$ cat src/rtl/wp_pkg.sv
package wp_pkg;

  typedef enum logic [3:0] {
    S_IDLE,
    S_WREN,
    S_WREN_END,
    S_CMD,
    S_ADDR,
    S_DATA,
    S_WR_END,
    S_POLL_CMD,
    S_POLL_RD,
    S_POLL_END,
    S_DELAY,
    S_FINISH
  } wp_state_e;

  localparam logic [7:0] OP_WREN  = 8'h06;
  localparam logic [7:0] OP_WRITE = 8'h02;
  localparam logic [7:0] OP_RDSR  = 8'h05;
  localparam logic [7:0] OP_DUMMY = 8'h00;
  localparam logic [7:0] WIP_MASK = 8'h01;

endpackage

$ cat src/rtl/wp_cs_gap.sv
module wp_cs_gap #(
  parameter int CS_GAP = 4,
  localparam int CW = $clog2(CS_GAP + 1)
) (
  input  logic clk,
  input  logic rst_n,
  input  logic cs_n,
  output logic gap_ok
);

  logic [CW-1:0] high_cnt;

  always_ff @(posedge clk or negedge rst_n) begin
    if (!rst_n) begin
      high_cnt <= CW'(CS_GAP);
    end else if (!cs_n) begin
      high_cnt <= '0;
    end else if (high_cnt != CW'(CS_GAP)) begin
      high_cnt <= high_cnt + 1'b1;
    end
  end

  assign gap_ok = cs_n && (high_cnt == CW'(CS_GAP));

  // select may only fall after the full high interval has elapsed
  p_gap_kept_r7: assert property (@(posedge clk) disable iff (!rst_n)
    $fell(cs_n) |-> $past(high_cnt) == CW'(CS_GAP));

endmodule

$ cat src/rtl/wp_wait_timer.sv
module wp_wait_timer #(
  parameter int WAIT_CYC = 625000,
  localparam int TW = $clog2(WAIT_CYC + 1)
) (
  input  logic clk,
  input  logic rst_n,
  input  logic load,
  output logic expired
);

  logic [TW-1:0] left;

  always_ff @(posedge clk or negedge rst_n) begin
    if (!rst_n) begin
      left <= '0;
    end else if (load) begin
      left <= TW'(WAIT_CYC);
    end else if (left != '0) begin
      left <= left - 1'b1;
    end
  end

  assign expired = (left == '0);

  // a fresh load always starts a non-expired interval
  p_load_arms_r5: assert property (@(posedge clk) disable iff (!rst_n)
    load |=> !expired);

endmodule

$ cat src/rtl/wp_load_meter.sv
module wp_load_meter #(
  parameter int ADDR_BYTES    = 2,
  parameter int PAGE_BYTES    = 64,
  parameter int SCK_PERIOD_NS = 1000,
  parameter int SEL_OVH_NS    = 150,
  localparam int BW = $clog2(PAGE_BYTES + ADDR_BYTES + 3)
) (
  input  logic        clk,
  input  logic        rst_n,
  input  logic        clear,
  input  logic        byte_tick,
  output logic [31:0] load_time_ns
);

  logic [BW-1:0] nbytes;

  always_ff @(posedge clk or negedge rst_n) begin
    if (!rst_n) begin
      nbytes <= '0;
    end else if (clear) begin
      nbytes <= '0;
    end else if (byte_tick) begin
      nbytes <= nbytes + 1'b1;
    end
  end

  assign load_time_ns = 32'(nbytes) * 32'(8 * SCK_PERIOD_NS) + 32'(SEL_OVH_NS);

  // each counted byte adds one byte time to the estimate
  p_tick_adds_r8: assert property (@(posedge clk) disable iff (!rst_n)
    (byte_tick && !clear) |=> load_time_ns == $past(load_time_ns) + 32'(8 * SCK_PERIOD_NS));

endmodule

$ cat src/rtl/eeprom_write_poller.sv
module eeprom_write_poller
  import wp_pkg::*;
#(
  parameter int ADDR_BYTES    = 2,
  parameter int PAGE_BYTES    = 64,
  parameter int CS_GAP        = 4,
  parameter int WAIT_CYC      = 625000,
  parameter int POLL_W        = 16,
  parameter int SCK_PERIOD_NS = 1000,
  parameter int SEL_OVH_NS    = 150,
  localparam int ADDR_W = 8 * ADDR_BYTES,
  localparam int LEN_W  = $clog2(PAGE_BYTES + 1)
) (
  input  logic              clk,
  input  logic              rst_n,
  input  logic              req_valid,
  output logic              req_ready,
  input  logic [ADDR_W-1:0] req_addr,
  input  logic [LEN_W-1:0]  req_len,
  input  logic              req_fixed_wait,
  input  logic [POLL_W-1:0] req_poll_limit,
  input  logic              wr_data_valid,
  output logic              wr_data_ready,
  input  logic [7:0]        wr_data,
  output logic              spi_cs_n,
  output logic [7:0]        spi_tx_byte,
  output logic              spi_start,
  input  logic              spi_done,
  input  logic [7:0]        spi_rx_byte,
  output logic              op_done,
  output logic              op_error,
  output logic [31:0]       load_time_ns
);

  localparam int OFS_W = $clog2(PAGE_BYTES);
  localparam int IDX_W = $clog2(ADDR_BYTES + 1);
  localparam int SPAN_W = LEN_W + 1;

  wp_state_e         state;
  logic              cs_n_q;
  logic              inflight;
  logic [ADDR_W-1:0] addr_sh;
  logic [IDX_W-1:0]  addr_idx;
  logic [LEN_W-1:0]  rem;
  logic              fixed_q;
  logic [POLL_W-1:0] limit_q;
  logic [POLL_W-1:0] polls;
  logic              wip_clear;
  logic              err_q;

  logic              gap_ok;
  logic              wait_expired;
  logic              wait_load;
  logic              send_st;
  logic              load_st;
  logic              byte_fin;
  logic              req_bad;
  logic [SPAN_W-1:0] span;

  // ---------------------------------------------------------------
  // helpers
  // ---------------------------------------------------------------
  wp_cs_gap #(.CS_GAP(CS_GAP)) u_gap (
    .clk    (clk),
    .rst_n  (rst_n),
    .cs_n   (cs_n_q),
    .gap_ok (gap_ok)
  );

  wp_wait_timer #(.WAIT_CYC(WAIT_CYC)) u_wait (
    .clk     (clk),
    .rst_n   (rst_n),
    .load    (wait_load),
    .expired (wait_expired)
  );

  wp_load_meter #(
    .ADDR_BYTES    (ADDR_BYTES),
    .PAGE_BYTES    (PAGE_BYTES),
    .SCK_PERIOD_NS (SCK_PERIOD_NS),
    .SEL_OVH_NS    (SEL_OVH_NS)
  ) u_meter (
    .clk          (clk),
    .rst_n        (rst_n),
    .clear        (req_valid && req_ready),
    .byte_tick    (spi_start && load_st),
    .load_time_ns (load_time_ns)
  );

  // ---------------------------------------------------------------
  // combinational decode
  // ---------------------------------------------------------------
  assign span    = SPAN_W'(req_addr[OFS_W-1:0]) + SPAN_W'(req_len);
  assign req_bad = (req_len == '0) || (span > SPAN_W'(PAGE_BYTES));

  assign send_st = (state == S_WREN) || (state == S_CMD) || (state == S_ADDR) ||
                   (state == S_DATA) || (state == S_POLL_CMD) || (state == S_POLL_RD);
  assign load_st = (state == S_WREN) || (state == S_CMD) || (state == S_ADDR) ||
                   (state == S_DATA);

  assign spi_start     = send_st && !cs_n_q && !inflight &&
                         ((state != S_DATA) || wr_data_valid);
  assign wr_data_ready = (state == S_DATA) && !cs_n_q && !inflight;
  assign byte_fin      = spi_done && inflight;
  assign wait_load     = (state == S_WR_END) && fixed_q;

  always_comb begin
    unique case (state)
      S_WREN:     spi_tx_byte = OP_WREN;
      S_CMD:      spi_tx_byte = OP_WRITE;
      S_ADDR:     spi_tx_byte = addr_sh[ADDR_W-1 -: 8];
      S_DATA:     spi_tx_byte = wr_data;
      S_POLL_CMD: spi_tx_byte = OP_RDSR;
      default:    spi_tx_byte = OP_DUMMY;
    endcase
  end

  assign spi_cs_n  = cs_n_q;
  assign req_ready = (state == S_IDLE);
  assign op_done   = (state == S_FINISH);
  assign op_error  = (state == S_FINISH) && err_q;

  // ---------------------------------------------------------------
  // sequencer
  // ---------------------------------------------------------------
  always_ff @(posedge clk or negedge rst_n) begin
    if (!rst_n) begin
      state     <= S_IDLE;
      cs_n_q    <= 1'b1;
      inflight  <= 1'b0;
      addr_sh   <= '0;
      addr_idx  <= '0;
      rem       <= '0;
      fixed_q   <= 1'b0;
      limit_q   <= '0;
      polls     <= '0;
      wip_clear <= 1'b0;
      err_q     <= 1'b0;
    end else begin
      if (spi_start) begin
        inflight <= 1'b1;
      end else if (byte_fin) begin
        inflight <= 1'b0;
      end

      if (send_st && cs_n_q && gap_ok) begin
        cs_n_q <= 1'b0;
      end

      unique case (state)
        S_IDLE: begin
          if (req_valid) begin
            addr_sh   <= req_addr;
            rem       <= req_len;
            fixed_q   <= req_fixed_wait;
            limit_q   <= req_poll_limit;
            polls     <= '0;
            wip_clear <= 1'b0;
            err_q     <= req_bad;
            state     <= req_bad ? S_FINISH : S_WREN;
          end
        end
        S_WREN: begin
          if (byte_fin) state <= S_WREN_END;
        end
        S_WREN_END: begin
          cs_n_q <= 1'b1;
          state  <= S_CMD;
        end
        S_CMD: begin
          if (byte_fin) begin
            addr_idx <= '0;
            state    <= S_ADDR;
          end
        end
        S_ADDR: begin
          if (byte_fin) begin
            addr_sh  <= addr_sh << 8;
            addr_idx <= addr_idx + 1'b1;
            if (addr_idx == IDX_W'(ADDR_BYTES - 1)) state <= S_DATA;
          end
        end
        S_DATA: begin
          if (byte_fin) begin
            rem <= rem - 1'b1;
            if (rem == LEN_W'(1)) state <= S_WR_END;
          end
        end
        S_WR_END: begin
          cs_n_q <= 1'b1;
          state  <= fixed_q ? S_DELAY : S_POLL_CMD;
        end
        S_POLL_CMD: begin
          if (byte_fin) state <= S_POLL_RD;
        end
        S_POLL_RD: begin
          if (byte_fin) begin
            wip_clear <= ((spi_rx_byte & WIP_MASK) == 8'h00);
            state     <= S_POLL_END;
          end
        end
        S_POLL_END: begin
          cs_n_q <= 1'b1;
          if (wip_clear) begin
            state <= S_FINISH;
          end else if ((limit_q != '0) && ((polls + 1'b1) == limit_q)) begin
            err_q <= 1'b1;
            state <= S_FINISH;
          end else begin
            polls <= polls + 1'b1;
            state <= S_POLL_CMD;
          end
        end
        S_DELAY: begin
          if (wait_expired) state <= S_FINISH;
        end
        S_FINISH: begin
          state <= S_IDLE;
        end
        default: state <= S_IDLE;
      endcase
    end
  end

  // ---------------------------------------------------------------
  // assertions
  // ---------------------------------------------------------------
  p_idle_cs_high_r1: assert property (@(posedge clk) disable iff (!rst_n)
    req_ready |-> spi_cs_n);

  p_start_cs_low_r12: assert property (@(posedge clk) disable iff (!rst_n)
    spi_start |-> !spi_cs_n);

  p_start_single_r12: assert property (@(posedge clk) disable iff (!rst_n)
    spi_start |=> !spi_start);

  p_done_pulse_r4: assert property (@(posedge clk) disable iff (!rst_n)
    op_done |=> !op_done);

  p_accept_busy_r11: assert property (@(posedge clk) disable iff (!rst_n)
    (req_valid && req_ready) |=> !req_ready);

  p_ready_cs_low_r9: assert property (@(posedge clk) disable iff (!rst_n)
    wr_data_ready |-> !spi_cs_n);

  p_fixed_no_poll_r5: assert property (@(posedge clk) disable iff (!rst_n)
    (fixed_q && !req_ready) |-> (state != S_POLL_RD));

endmodule

$ cat config.mk
export PLATFORM = sky130hd
export DESIGN_NAME = eeprom_write_poller
export DESIGN_NICKNAME = d
export VERILOG_FILES = /design/src/rtl/wp_pkg.sv /design/src/rtl/wp_cs_gap.sv /design/src/rtl/wp_wait_timer.sv /design/src/rtl/wp_load_meter.sv /design/src/rtl/eeprom_write_poller.sv
export SDC_FILE = /design/constraint.sdc
export NUM_CORES = 1
export LEC_CHECK = 0
export BUFFER_PORTS_ARGS = -buffer_cell sky130_fd_sc_hd__buf_2
export CORE_MARGIN = 10
export CORE_UTILIZATION = 53
export CTS_CLUSTER_DIAMETER = 40
export DETAILED_ROUTE_END_ITERATION = 7
export GPL_TIMING_DRIVEN = 1
export PLACE_DENSITY_LB_ADDON = 0.2
export SYNTH_ARGS = -nofsm -noshare
export SYNTH_HDL_FRONTEND = slang
export SYNTH_HIERARCHICAL = 1
export SYNTH_SLANG_ARGS = --single-unit
$ cat constraint.sdc
create_clock -name clk -period 5.8 [get_ports clk]
set_input_delay 1.45 -clock clk [delete_from_list [all_inputs] [get_ports clk]]
set_output_delay 1.45 -clock clk [all_outputs]
set_load 0.01 [all_outputs]
## Word-level counts from Yosys, hierarchy flattened

Cells that the tools add are included.

| operators by class | value |
|---|---|
| add/sub/neg operators | 8 |
| multipliers | 1 |
| magnitude comparators | 1 |
| equality and inequality tests | 31 |
| multiplexer cells | 46 |
| reduce and logical (&&, ||, !) cells | 47 |

Operators with widths:

| cell | number |
|---|---|
| $mux 16 | 5 |
| $pmux 16 s2 | 2 |
| $mux 4 | 14 |
| $pmux 4 s11 | 1 |
| $mux 20 | 2 |
| $pmux 8 s5 | 1 |
| $mux 7 | 4 |
| $add 20x8->21 const B | 1 |
| $logic_not 20->1 | 1 |
| $ne 2x2->1 const B | 10 |
| $reduce_bool 20->1 | 1 |
| $sub 20x1->20 const B | 1 |
| $reduce_bool 2->1 | 9 |
| $add 16x1->16 const B | 1 |
| $eq 16x16->1 | 1 |
| $eq 4x3->1 const B | 4 |
| $eq 4x4->1 const B | 4 |
| $reduce_bool 16->1 | 1 |
| $logic_and 1x1->1 | 14 |
| $mul 7x7->14 const B | 1 |
| $pmux 7 s2 | 1 |
| $reduce_and 3->1 | 4 |
| $reduce_and 10->1 | 1 |
| $mux 1 | 9 |
| other kinds (26) | 41 |

| word-level totals | value |
|---|---|
| register bits after elaboration | 96 |
| bits of input ports | 61 |
| output and inout port bits | 46 |
| logic and storage cells | 148 |

## Longest topological paths before layout

Gate-level depths: netlist of run 1.

| logic depth | value |
|---|---|
| depth after elaboration | 12 |
| gate-level depth with buffers | 16 |
| mapped depth without buffers | 16 |

## Modules after synthesis

The synthesis of run 1 kept the hierarchy.

Modules (own cells, without submodules):

| module | instances | cells each | area an instance (um^2) | seq. area each (um^2) |
|---|---|---|---|---|
| eeprom_write_poller | 1 | 526 | 4356.7 | 1652.8 |
| wp_load_meter | 1 | 204 | 1859.3 | 175.2 |
| wp_wait_timer | 1 | 127 | 1191.1 | 500.5 |
| wp_cs_gap | 1 | 18 | 171.4 | 76.3 |

## Least setup slack after synthesis of run 1

Ideal clock, no wire load.

| timing path | value |
|---|---|
| kind | reg-to-output |
| from | reg u_meter.nbytes[0] |
| to | out load_time_ns[20] |
| data arrival time | 4339 ps |
| required time | 4350 ps |
| path slack | 11 ps |
| cell stages (with the launch flop) | 17 |
| path buffers | 0 |
| cells stage by stage | dfrtp_1 > inv_1 > fa_1 > inv_1 > fa_1 > inv_1 > fa_1 > fa_1 > inv_1 > ha_1 > or2_2 > o22ai_1 > xnor2_1 > and2_1 > and4_1 > nand3_1 > nor3b_1 |

| between the ends | value |
|---|---|
| word-level cells in the longest chain between the ends | 2 |

RTL lines:

| item | RTL line | text |
|---|---|---|
| start: declaration | wp_load_meter.sv:15 | `logic [BW-1:0] nbytes;` |
| start signal: assignment | wp_load_meter.sv:23 | `nbytes <= nbytes + 1'b1;` |
| $mul 7x7->14 | wp_load_meter.sv:27 | `assign load_time_ns = 32'(nbytes) * 32'(8 * SCK_PERIOD_NS) + 32'(SEL_OVH_NS);` |
| $add 20x8->21 | wp_load_meter.sv:27 |  |
| end: declaration | eeprom_write_poller.sv:32 | `output logic [31:0] load_time_ns` |

Every way passes these cells.

## Worst setup path in the final report of run 1

| timing path | value |
|---|---|
| from | reg u_meter.nbytes[0] |
| to | out load_time_ns[19] |

The elaborated chain is that of the path after synthesis.

==> results of run 1 <==
## layout make-up
type                       instances  area, µm²
inverter                          58        218
timing repair buffer             106        593
clock buffer                       9        225
fill                            1259       5360
clock inverter                     5       58.8
sequential                        96       2410
tap                              180        225
multi-input combinational        681       4850
## through the flow
step | hold WS (ns) | std cells | worst slack [ns] | power [mW]
after CTS | 0.487 | 1134 | -0.137 | 5.67
after global routing | 0.525 | 1135 | -0.326 | 6.45
after detailed placement | 0.471 | 1114 | 0.0382 | 4.72
after global placement | 0.463 | 1114 | 0.0501 | 4.64
final | 0.486 | 1135 | -0.176 | 5.81
after floorplan | 0.448 | 890 | 0.0113 | 3.75
## cells in the final DEF, fill, tap and decap left out, types with 6 or more instances in the layout
cell                        netlist  routed
sky130_fd_sc_hd__nand2_1        107     106
sky130_fd_sc_hd__dfrtp_1         94      92
sky130_fd_sc_hd__buf_2            6      81
sky130_fd_sc_hd__nor2_1          61      61
sky130_fd_sc_hd__inv_1           58      53
sky130_fd_sc_hd__ha_1            50      46
sky130_fd_sc_hd__o21ai_0         45      44
sky130_fd_sc_hd__a21oi_1         41      39
sky130_fd_sc_hd__nand3_1         29      28
sky130_fd_sc_hd__xnor2_1         29      27
sky130_fd_sc_hd__buf_4           23      25
sky130_fd_sc_hd__nor3_1          26      24
sky130_fd_sc_hd__mux2i_1         18      18
sky130_fd_sc_hd__fa_1            19      18
sky130_fd_sc_hd__xor2_1          19      17
sky130_fd_sc_hd__conb_1           2      17
sky130_fd_sc_hd__nor4_1          16      16
sky130_fd_sc_hd__a22o_1          13      13
sky130_fd_sc_hd__nand4_1         11      11
sky130_fd_sc_hd__or3_1           11      11
sky130_fd_sc_hd__or4_1           10      10
sky130_fd_sc_hd__nor2b_1          9       9
sky130_fd_sc_hd__a21o_1           9       9
sky130_fd_sc_hd__o21ai_1          8       9
sky130_fd_sc_hd__and3_1           9       9
sky130_fd_sc_hd__a31oi_1         11       9
sky130_fd_sc_hd__clkbuf_16        0       9
sky130_fd_sc_hd__a221o_1          6       6
sky130_fd_sc_hd__a211oi_1         6       6
sky130_fd_sc_hd__o31ai_1          6       6
## timing repair
action,CTS,global route
setup buffers,6,1
pin swaps,19,14
resized for setup,20,11
endpoints found under the setup margin,7,7
hold buffers,0,0
## sequential cells by signal (all words and copies together), names as in the netlist
name / flops
spi_cs_n: 1
u_wait/left: 20
fixed_q: 1
limit_q: 16
rem: 7
u_gap/high_cnt: 3
state: 4
inflight: 1
addr_sh: 16
addr_idx: 2
u_meter/nbytes: 7
wip_clear: 1
err_q: 1
polls: 16
## path summary, 6_finish.rpt
check	startpoint	to	slack (ns)	cells past startpoint
setup / recovery	u_meter/nbytes[0]	load_time_ns[19]	-0.18	18
hold / removal	addr_sh[10]	addr_sh[10]	0.49	2
setup reg to reg	state[3]	rem[5]	2.56	7
hold reg to reg	addr_sh[10]	addr_sh[10]	0.49	2
max in group asynchronous	rst_n	rem[1]	3.69	2
min in group asynchronous	rst_n	u_wait/left[14]	1.16	1
## worst register-to-register path: stages, from the launching register on
cell	delay, ns
sky130_fd_sc_hd__dfrtp_1	0.80
sky130_fd_sc_hd__nor4_1	0.15
sky130_fd_sc_hd__nand2_1	0.66
sky130_fd_sc_hd__inv_1	0.09
sky130_fd_sc_hd__buf_4	0.31
sky130_fd_sc_hd__a31oi_1	0.82
sky130_fd_sc_hd__o21ai_0	0.23
sky130_fd_sc_hd__o21ai_0	0.11
## Yosys cell counts, drive strengths merged (3+ instances only)
master / number
nor2: 62
o31ai: 6
o21a: 3
nand4: 12
a31oi: 13
inv: 58
a211oi: 6
nor2b: 11
o2111ai: 3
nand2b: 5
a22o: 13
clkbuf: 22
nand2: 108
a21oi: 41
or4: 12
nor3b: 6
mux2i: 18
buf: 33
nand3b: 4
xnor2: 29
mux2: 4
fa: 19
nor3: 28
nor4: 18
and2: 6
dfrtp: 94
or3: 12
o21ai: 54
and3: 12
a22oi: 5
a211o: 3
xor2: 19
o31a: 3
o211ai: 4
or2: 3
nand3: 32
ha: 50
a221o: 6
a21o: 9
## power by group
group	internal, mW	switching, mW	total [mW]
combinational	1.84	2.04	3.89
clock	0.330	0.262	0.592
sequential	0.951	0.381	1.33
## layer usage
layer  wire length (µm)  GRT usage [%]  share of wire [%]  vias to the layer above
li1                   -              -                  -                     3224
met1               8160           23.3                 45                     3089
met2               8790           30.3                 49                      136
met3                775           4.29                4.3                       18
met4                267           4.84                1.5                        0
met5                  0              0                  0                        -
## kinds of logic (layout without fill, tap and decap cells)
group                      count (synthesis)  in the layout
and+or+nand+nor                          339            339
buffers and inverters                    113            178
xor gates and xnor gates                  48             48
other                                      2             17
AOI/OAI and AO/OA                        186            186
muxes                                     22             22
adders and majority gates                 69             69
DFF                                       96             96
==> PnR_summary.wiki, run 1 <==
{| class="wikitable"
! Metric !! Value
|-
| CP Capture Type || output port
|-
| Sequential share of the synthesized area || 31.7%
|-
| Cell row count || 43
|-
| Global routing usage summed across all routing layers || 18.3%
|-
| Clock insertion delay at the later pin of the skew report || 0.36 ns
|-
| Clock period minus final worst setup slack || 5.98 ns
|-
| NumNets Final || 1082
|-
| Remaining design rule violation count || 0
|-
| Top cell type by total area after synthesis || sky130_fd_sc_hd__dfrtp_1
|-
| Post-synthesis to final-layout area growth || 13.1%
|-
| Crit path required time || 4.35 ns
|-
| Vias || 6467
|-
| Total detailed-routing wirelength || 18.0 mm
|-
| Placed wire-length estimate || 13.2 mm
|-
| Vias/cell || 5.70
|-
| Yosys cell types || 78
|-
| RSZ-0062 raised after global routing || yes
|-
| Setup clock skew after layout || 0.0115 ns
|-
| Clk root buf || sky130_fd_sc_hd__clkbuf_16
|-
| Number of buffer and inverter instances along the worst setup path || 6
|-
| Maximum capacitance violations || 0
|-
| Core area || 13900 µm²
|-
| Post-route setup TNS || -0.532 ns
|-
| Antenna violations before repair || 0
|-
| Router iterations before antenna repair || 5
|-
| Clock transition at path regs || 0.07 ns
|-
| Starting DRC count in detailed routing || 465
|-
| Max Fanout on Critical Path || 3
|-
| Dominant combinational cell family by area after synthesis || simple AND/OR/NAND/NOR gates
|-
| Fraction of final layout cells sized beyond drive strength 1 || 19.2%
|-
| Slowest CP cell || sky130_fd_sc_hd__fa_1
|-
| Area fraction of the dominant cell type after synthesis || 31.0%
|-
| Number of synthesized register bits || 96
|-
| Post-Synthesis Cells || 875
|-
| Placer congestion estimate || 0.866
|-
| Startpoint type of the worst setup path || flip-flop
|-
| Library cell appearing most often on the critical path || sky130_fd_sc_hd__fa_1
|-
| Number of inserted diodes || 0
|-
| Peak supply drop || 1290 µV
|-
| Relative slew slack || 21.5%
|-
| Syn avg cell area || 8.66 µm²
|-
| Multiplexer area fraction after synthesis || 2.97%
|-
| Global-route wire length before repair || 30.5 mm
|-
| Outcome || finished with violations
|-
| Classification of the worst-slack hold path || reg2reg
|-
| Placed Instance Area || 8100 µm²
|-
| Worst Path Arrival || 4.53 ns
|-
| Final worst-path cycle share || 103%
|-
| Least-Margin Pin Slew || 1.17 ns
|-
| Die Wd || 140 µm
|-
| Area fraction in and, or, nand and nor cells after synthesis || 23.3%
|-
| Vias in the first global route || 6369
|-
| Final number of max-transition violations || 0
|-
| Cell Area, Synth || 7580 µm²
|-
| Count of antenna-violating nets left after detailed routing || 0
|-
| Final hold viol count || 0
|-
| Area of the die || 19500 µm²
|-
| Delay of the slowest critical-path stage || 0.55 ns
|-
| Max frequency || 167 MHz
|-
| Gr ovfl total || 0
|-
| Compound-Gate Fraction of Synth Area || 16.1%
|-
| Leakage || 4.06 nW
|-
| EDFF count, synth || 0
|-
| Setup violators final || 5
|-
| Vertical extent of the die || 140 µm
|-
| Failing checks || setup timing
|-
| Port-buffer cells || 82
|-
| Worst path cell trace || inv_1 > fa_1 > inv_2 > fa_1 > inv_1 > fa_1 > fa_2 > inv_2 > ha_4 > a21o_1 > a31oi_4 > buf_4 > a21boi_2 > a2bb2oi_2 > xor2_2 > nand4_1 > xor2_1 > buf_2
|-
| Power density normalized to cell area || 678 nW/µm²
|-
| Top flip-flop cell by instance count after synthesis || sky130_fd_sc_hd__dfrtp_1
|-
| CTS tree || yes
|-
| Number of CTS-inserted buffers || 9
|-
| Warnings from Yosys || 6
|-
| Starting Density || 54.4%
|-
| Num Clock Sinks || 96
|-
| Top cell family by delay on the critical path || adder cells
|-
| Synth async-reset ratio || 100%
|-
| Post-synthesis xor/xnor area fraction || 5.55%
|-
| Adder and majority cell fraction of the synthesized area || 13.3%
|-
| Total non-filler cell area in the finished layout || 8570 µm²
|-
| CTS HTree Levels || 3
|-
| CTS max path bufs || 2
|-
| Final worst setup slack || -0.176 ns
|-
| Final routed wire length divided by cell count || 15.9 µm
|-
| Class of the most critical setup path || reg2out
|-
| Pin count of the biggest net entering global routing || 61
|-
| Share of the core filled with cells || 61.5%
|-
| Ranking of synthesized cells by area || sky130_fd_sc_hd__dfrtp_1 (31%), sky130_fd_sc_hd__ha_1 (8.3%), sky130_fd_sc_hd__nand2_1 (5.3%)
|-
| I/O pins || 107
|}
Power figures use the tool's default switching activity.
==> inputs of run 2 (changes only) <==
--- a/config.mk
+++ b/config.mk
@@ -12,6 +12,7 @@
 export DETAILED_ROUTE_END_ITERATION = 7
 export GPL_TIMING_DRIVEN = 1
 export PLACE_DENSITY_LB_ADDON = 0.2
+export SETUP_SLACK_MARGIN = 0.15
 export SYNTH_ARGS = -nofsm -noshare
 export SYNTH_HDL_FRONTEND = slang
 export SYNTH_HIERARCHICAL = 1
==> PnR_summary.wiki, run 2 (synthesis results as in run 1) <==
{| class="wikitable"
! Metric !! Value
|-
| Outcome || finished with violations
|-
| Failing checks || setup timing
|-
| Post-synthesis to final-layout area growth || 13.0% (about the same)
|-
| Comb power frac || 65.9% (-1.0 points)
|-
| Slowest CP cell || sky130_fd_sc_hd__fa_1
|-
| Peak supply drop || 770 µV (-40%)
|-
| Worst Path Arrival || 4.42 ns (-0.11 ns)
|-
| Placer congestion estimate || 0.849 (-2.0%)
|-
| Dpl cells || 1114 (unchanged)
|-
| Remaining design rule violation count || 0 (unchanged)
|-
| Cell row count || 43 (unchanged)
|-
| Worst slack after detailed placement || 0.0420 ns (+0.00372 ns)
|-
| Final number of max-transition violations || 0 (unchanged)
|-
| Area of the die || 19500 µm² (unchanged)
|-
| Fraction of final layout cells sized beyond drive strength 1 || 18.6% (-0.54 points)
|-
| Maximum capacitance violations || 0 (unchanged)
|-
| Die Wd || 140 µm (unchanged)
|-
| Core area || 13900 µm² (unchanged)
|-
| Max frequency || 170 MHz (+1.8%)
|-
| Number of CTS-inserted buffers || 9 (unchanged)
|-
| Vias || 6430 (-0.57%)
|-
| Startpoint type of the worst setup path || flip-flop
|-
| Global routing usage summed across all routing layers || 17.9% (-0.39 points)
|-
| Max Fanout on Critical Path || 3 (unchanged)
|-
| Setup violators final || 5 (unchanged)
|-
| Crit path required time || 4.35 ns (about the same)
|-
| Relative slew slack || 23.4% (+1.9 points)
|-
| Vias in the first global route || 6073 (-4.6%)
|-
| Router iterations before antenna repair || 5 (unchanged)
|-
| Sequential group share of total power || 23.5% (+0.6 points)
|-
| Commonest non-fill, non-tap cells in the layout || sky130_fd_sc_hd__nand2_1 (107), sky130_fd_sc_hd__dfrtp_1 (92), sky130_fd_sc_hd__buf_2 (81), sky130_fd_sc_hd__nor2_1 (61), sky130_fd_sc_hd__inv_1 (52)
|-
| Clock insertion delay at the later pin of the skew report || 0.35 ns (about the same)
|-
| Filler instances || 1254 (-0.40%)
|-
| Count of antenna-violating nets left after detailed routing || 0 (unchanged)
|-
| NumNets Final || 1083 (+0.092%)
|-
| Setup clock skew after layout || 0.0105 ns (-0.00103 ns)
|-
| CP Capture Type || output port
|-
| Pin count of the biggest net entering global routing || 66 (+8.2%)
|-
| Power density normalized to cell area || 662 nW/µm² (-2.4%)
|-
| Starting DRC count in detailed routing || 550 (+18%)
|-
| Flip-flop count of the largest register after layout || 20 (unchanged)
|-
| Antenna violations before repair || 0 (unchanged)
|-
| I/O pins || 107 (unchanged)
|-
| Register with the most flip-flops || u_wait/left
|-
| Classification of the worst-slack hold path || reg2reg
|-
| Final worst setup slack || -0.0711 ns (+0.105 ns)
|-
| Total non-filler cell area in the finished layout || 8570 µm² (about the same)
|-
| Leading cell type in the layout, fill and taps excluded || sky130_fd_sc_hd__nand2_1
|-
| Starting Density || 54.4% (unchanged)
|-
| Sum of internal, switching and leakage power || 5.67 mW (-2.5%)
|-
| Number of inserted diodes || 0 (unchanged)
|-
| Final routed wire length divided by cell count || 15.7 µm (-1.2%)
|-
| Clk root buf || sky130_fd_sc_hd__clkbuf_16
|-
| Port-buffer cells || 82 (unchanged)
|-
| Least-Margin Pin Slew || 1.14 ns (-0.0277 ns)
|-
| Count of non-filler cells in the finished layout || 1136 (+0.088%)
|-
| Final hold viol count || 0 (unchanged)
|-
| Share of the core filled with cells || 61.5% (about the same)
|-
| Worst path cell trace || inv_2 > fa_1 > inv_2 > fa_1 > inv_1 > fa_1 > fa_1 > inv_2 > ha_4 > a21o_1 > a31oi_4 > nand2_2 > a311o_1 > and3_4 > nand4_1 > xor2_1 > buf_2
|-
| Final worst-path cycle share || 101% (-1.8 points)
|-
| Gr ovfl total || 0 (unchanged)
|-
| Sw Share || 46.0% (-0.19 points)
|-
| Clock transition at path regs || 0.07 ns (about the same)
|-
| Placed wire-length estimate || 13.1 mm (-0.53%)
|-
| Clock period minus final worst setup slack || 5.87 ns (-0.105 ns)
|-
| Class of the most critical setup path || reg2out
|-
| Vias/cell || 5.66 (-0.66%)
|-
| Num Clock Sinks || 96 (unchanged)
|-
| Library cell appearing most often on the critical path || sky130_fd_sc_hd__fa_1
|-
| Leakage || 4.09 nW (+0.82%)
|-
| CTS max path bufs || 2 (unchanged)
|-
| Sw power || 2.61 mW (-2.9%)
|-
| Cell internal power dissipation || 3.06 mW (-2.1%)
|-
| Vertical extent of the die || 140 µm (unchanged)
|-
| Hold WS || 0.482 ns (-0.00414 ns)
|-
| Placed Instance Area || 8130 µm² (+0.31%)
|-
| RSZ-0062 raised after global routing || yes
|-
| Global-route wire length before repair || 29.8 mm (-2.2%)
|-
| CTS tree || yes
|-
| Portion of total power attributed to the clock network || 10.7% (+0.5 points)
|-
| CTS HTree Levels || 3 (unchanged)
|-
| Delay of the slowest critical-path stage || 0.54 ns (about the same)
|-
| Total detailed-routing wirelength || 17.8 mm (-1.1%)
|-
| Post-route setup TNS || -0.213 ns (+0.319 ns)
|}
==> run 2: changes by cell type in the layout (fill, tap and decap cells not counted), moves of 2 or more <==
cell                         change
sky130_fd_sc_hd__ha_1            +3
sky130_fd_sc_hd__clkbuf_8        +2
sky130_fd_sc_hd__clkinvlp_4      -2
sky130_fd_sc_hd__ha_4            -2
==> run 2: power groups by stage <==
stage / clock, mW / sequential, mW / combinational (mW)
floorplan: 0 / 1.18 / 2.60
global placement: 0 / 1.33 / 3.33
detailed placement: 0 / 1.33 / 3.38
CTS: 0.621 / 1.32 / 3.67
global route: 0.649 / 1.38 / 4.21
finish: 0.605 / 1.33 / 3.73
==> run 2: worst paths after layout <==
kind	startpoint	to	slack, ns	depth (start not counted)
setup / recovery	u_meter/nbytes[1]	load_time_ns[19]	-0.07	17
hold / removal	addr_idx[1]	addr_idx[1]	0.48	2
setup reg to reg	polls[0]	polls[8]	2.09	9
min in group asynchronous	rst_n	u_wait/left[18]	1.21	1
hold reg to reg	addr_idx[1]	addr_idx[1]	0.48	2
max in group asynchronous	rst_n	u_gap/high_cnt[2]	3.62	2
==> run 2: worst max-delay path, delay by kind of cell (launching register included) <==
family / cells / cell delay (ns)
AOI/OAI and AO/OA: 3 / 0.72
xor gates and xnor gates: 1 / 0.13
adders and majority gates: 5 / 2.15
buffers and inverters: 5 / 0.36
DFF: 1 / 0.37
and+or+nand+nor: 3 / 0.36
==> run 2: area by class of cell <==
class                      count  area, µm²  share of cell area (%)
timing repair buffer         107        604                    7.06
clock inverter                 2       38.8                   0.453
sequential                    96       2410                    28.1
tap                          180        225                    2.63
inverter                      58        218                    2.54
clock buffer                  12        256                    2.99
multi-input combinational    681       4820                    56.2
==> run 2: what timing repair did <==
action,4_1_cts,5_1_grt
pin swaps,18,4
hold buffers,0,0
cloned,0,0
resized for setup,16,6
setup endpoints to repair,7,7
buffers inserted,8,0
==> run 2: per-layer routing <==
layer	vias to the layer above	part of all wire (%)	wire length [µm]	track usage, %
met1	3052	46	8260	24.1
li1	3218	-	-	-
met5	-	0	0	0
met2	137	48	8590	28.8
met3	23	3.7	650	2.89
met4	0	1.6	293	5.22
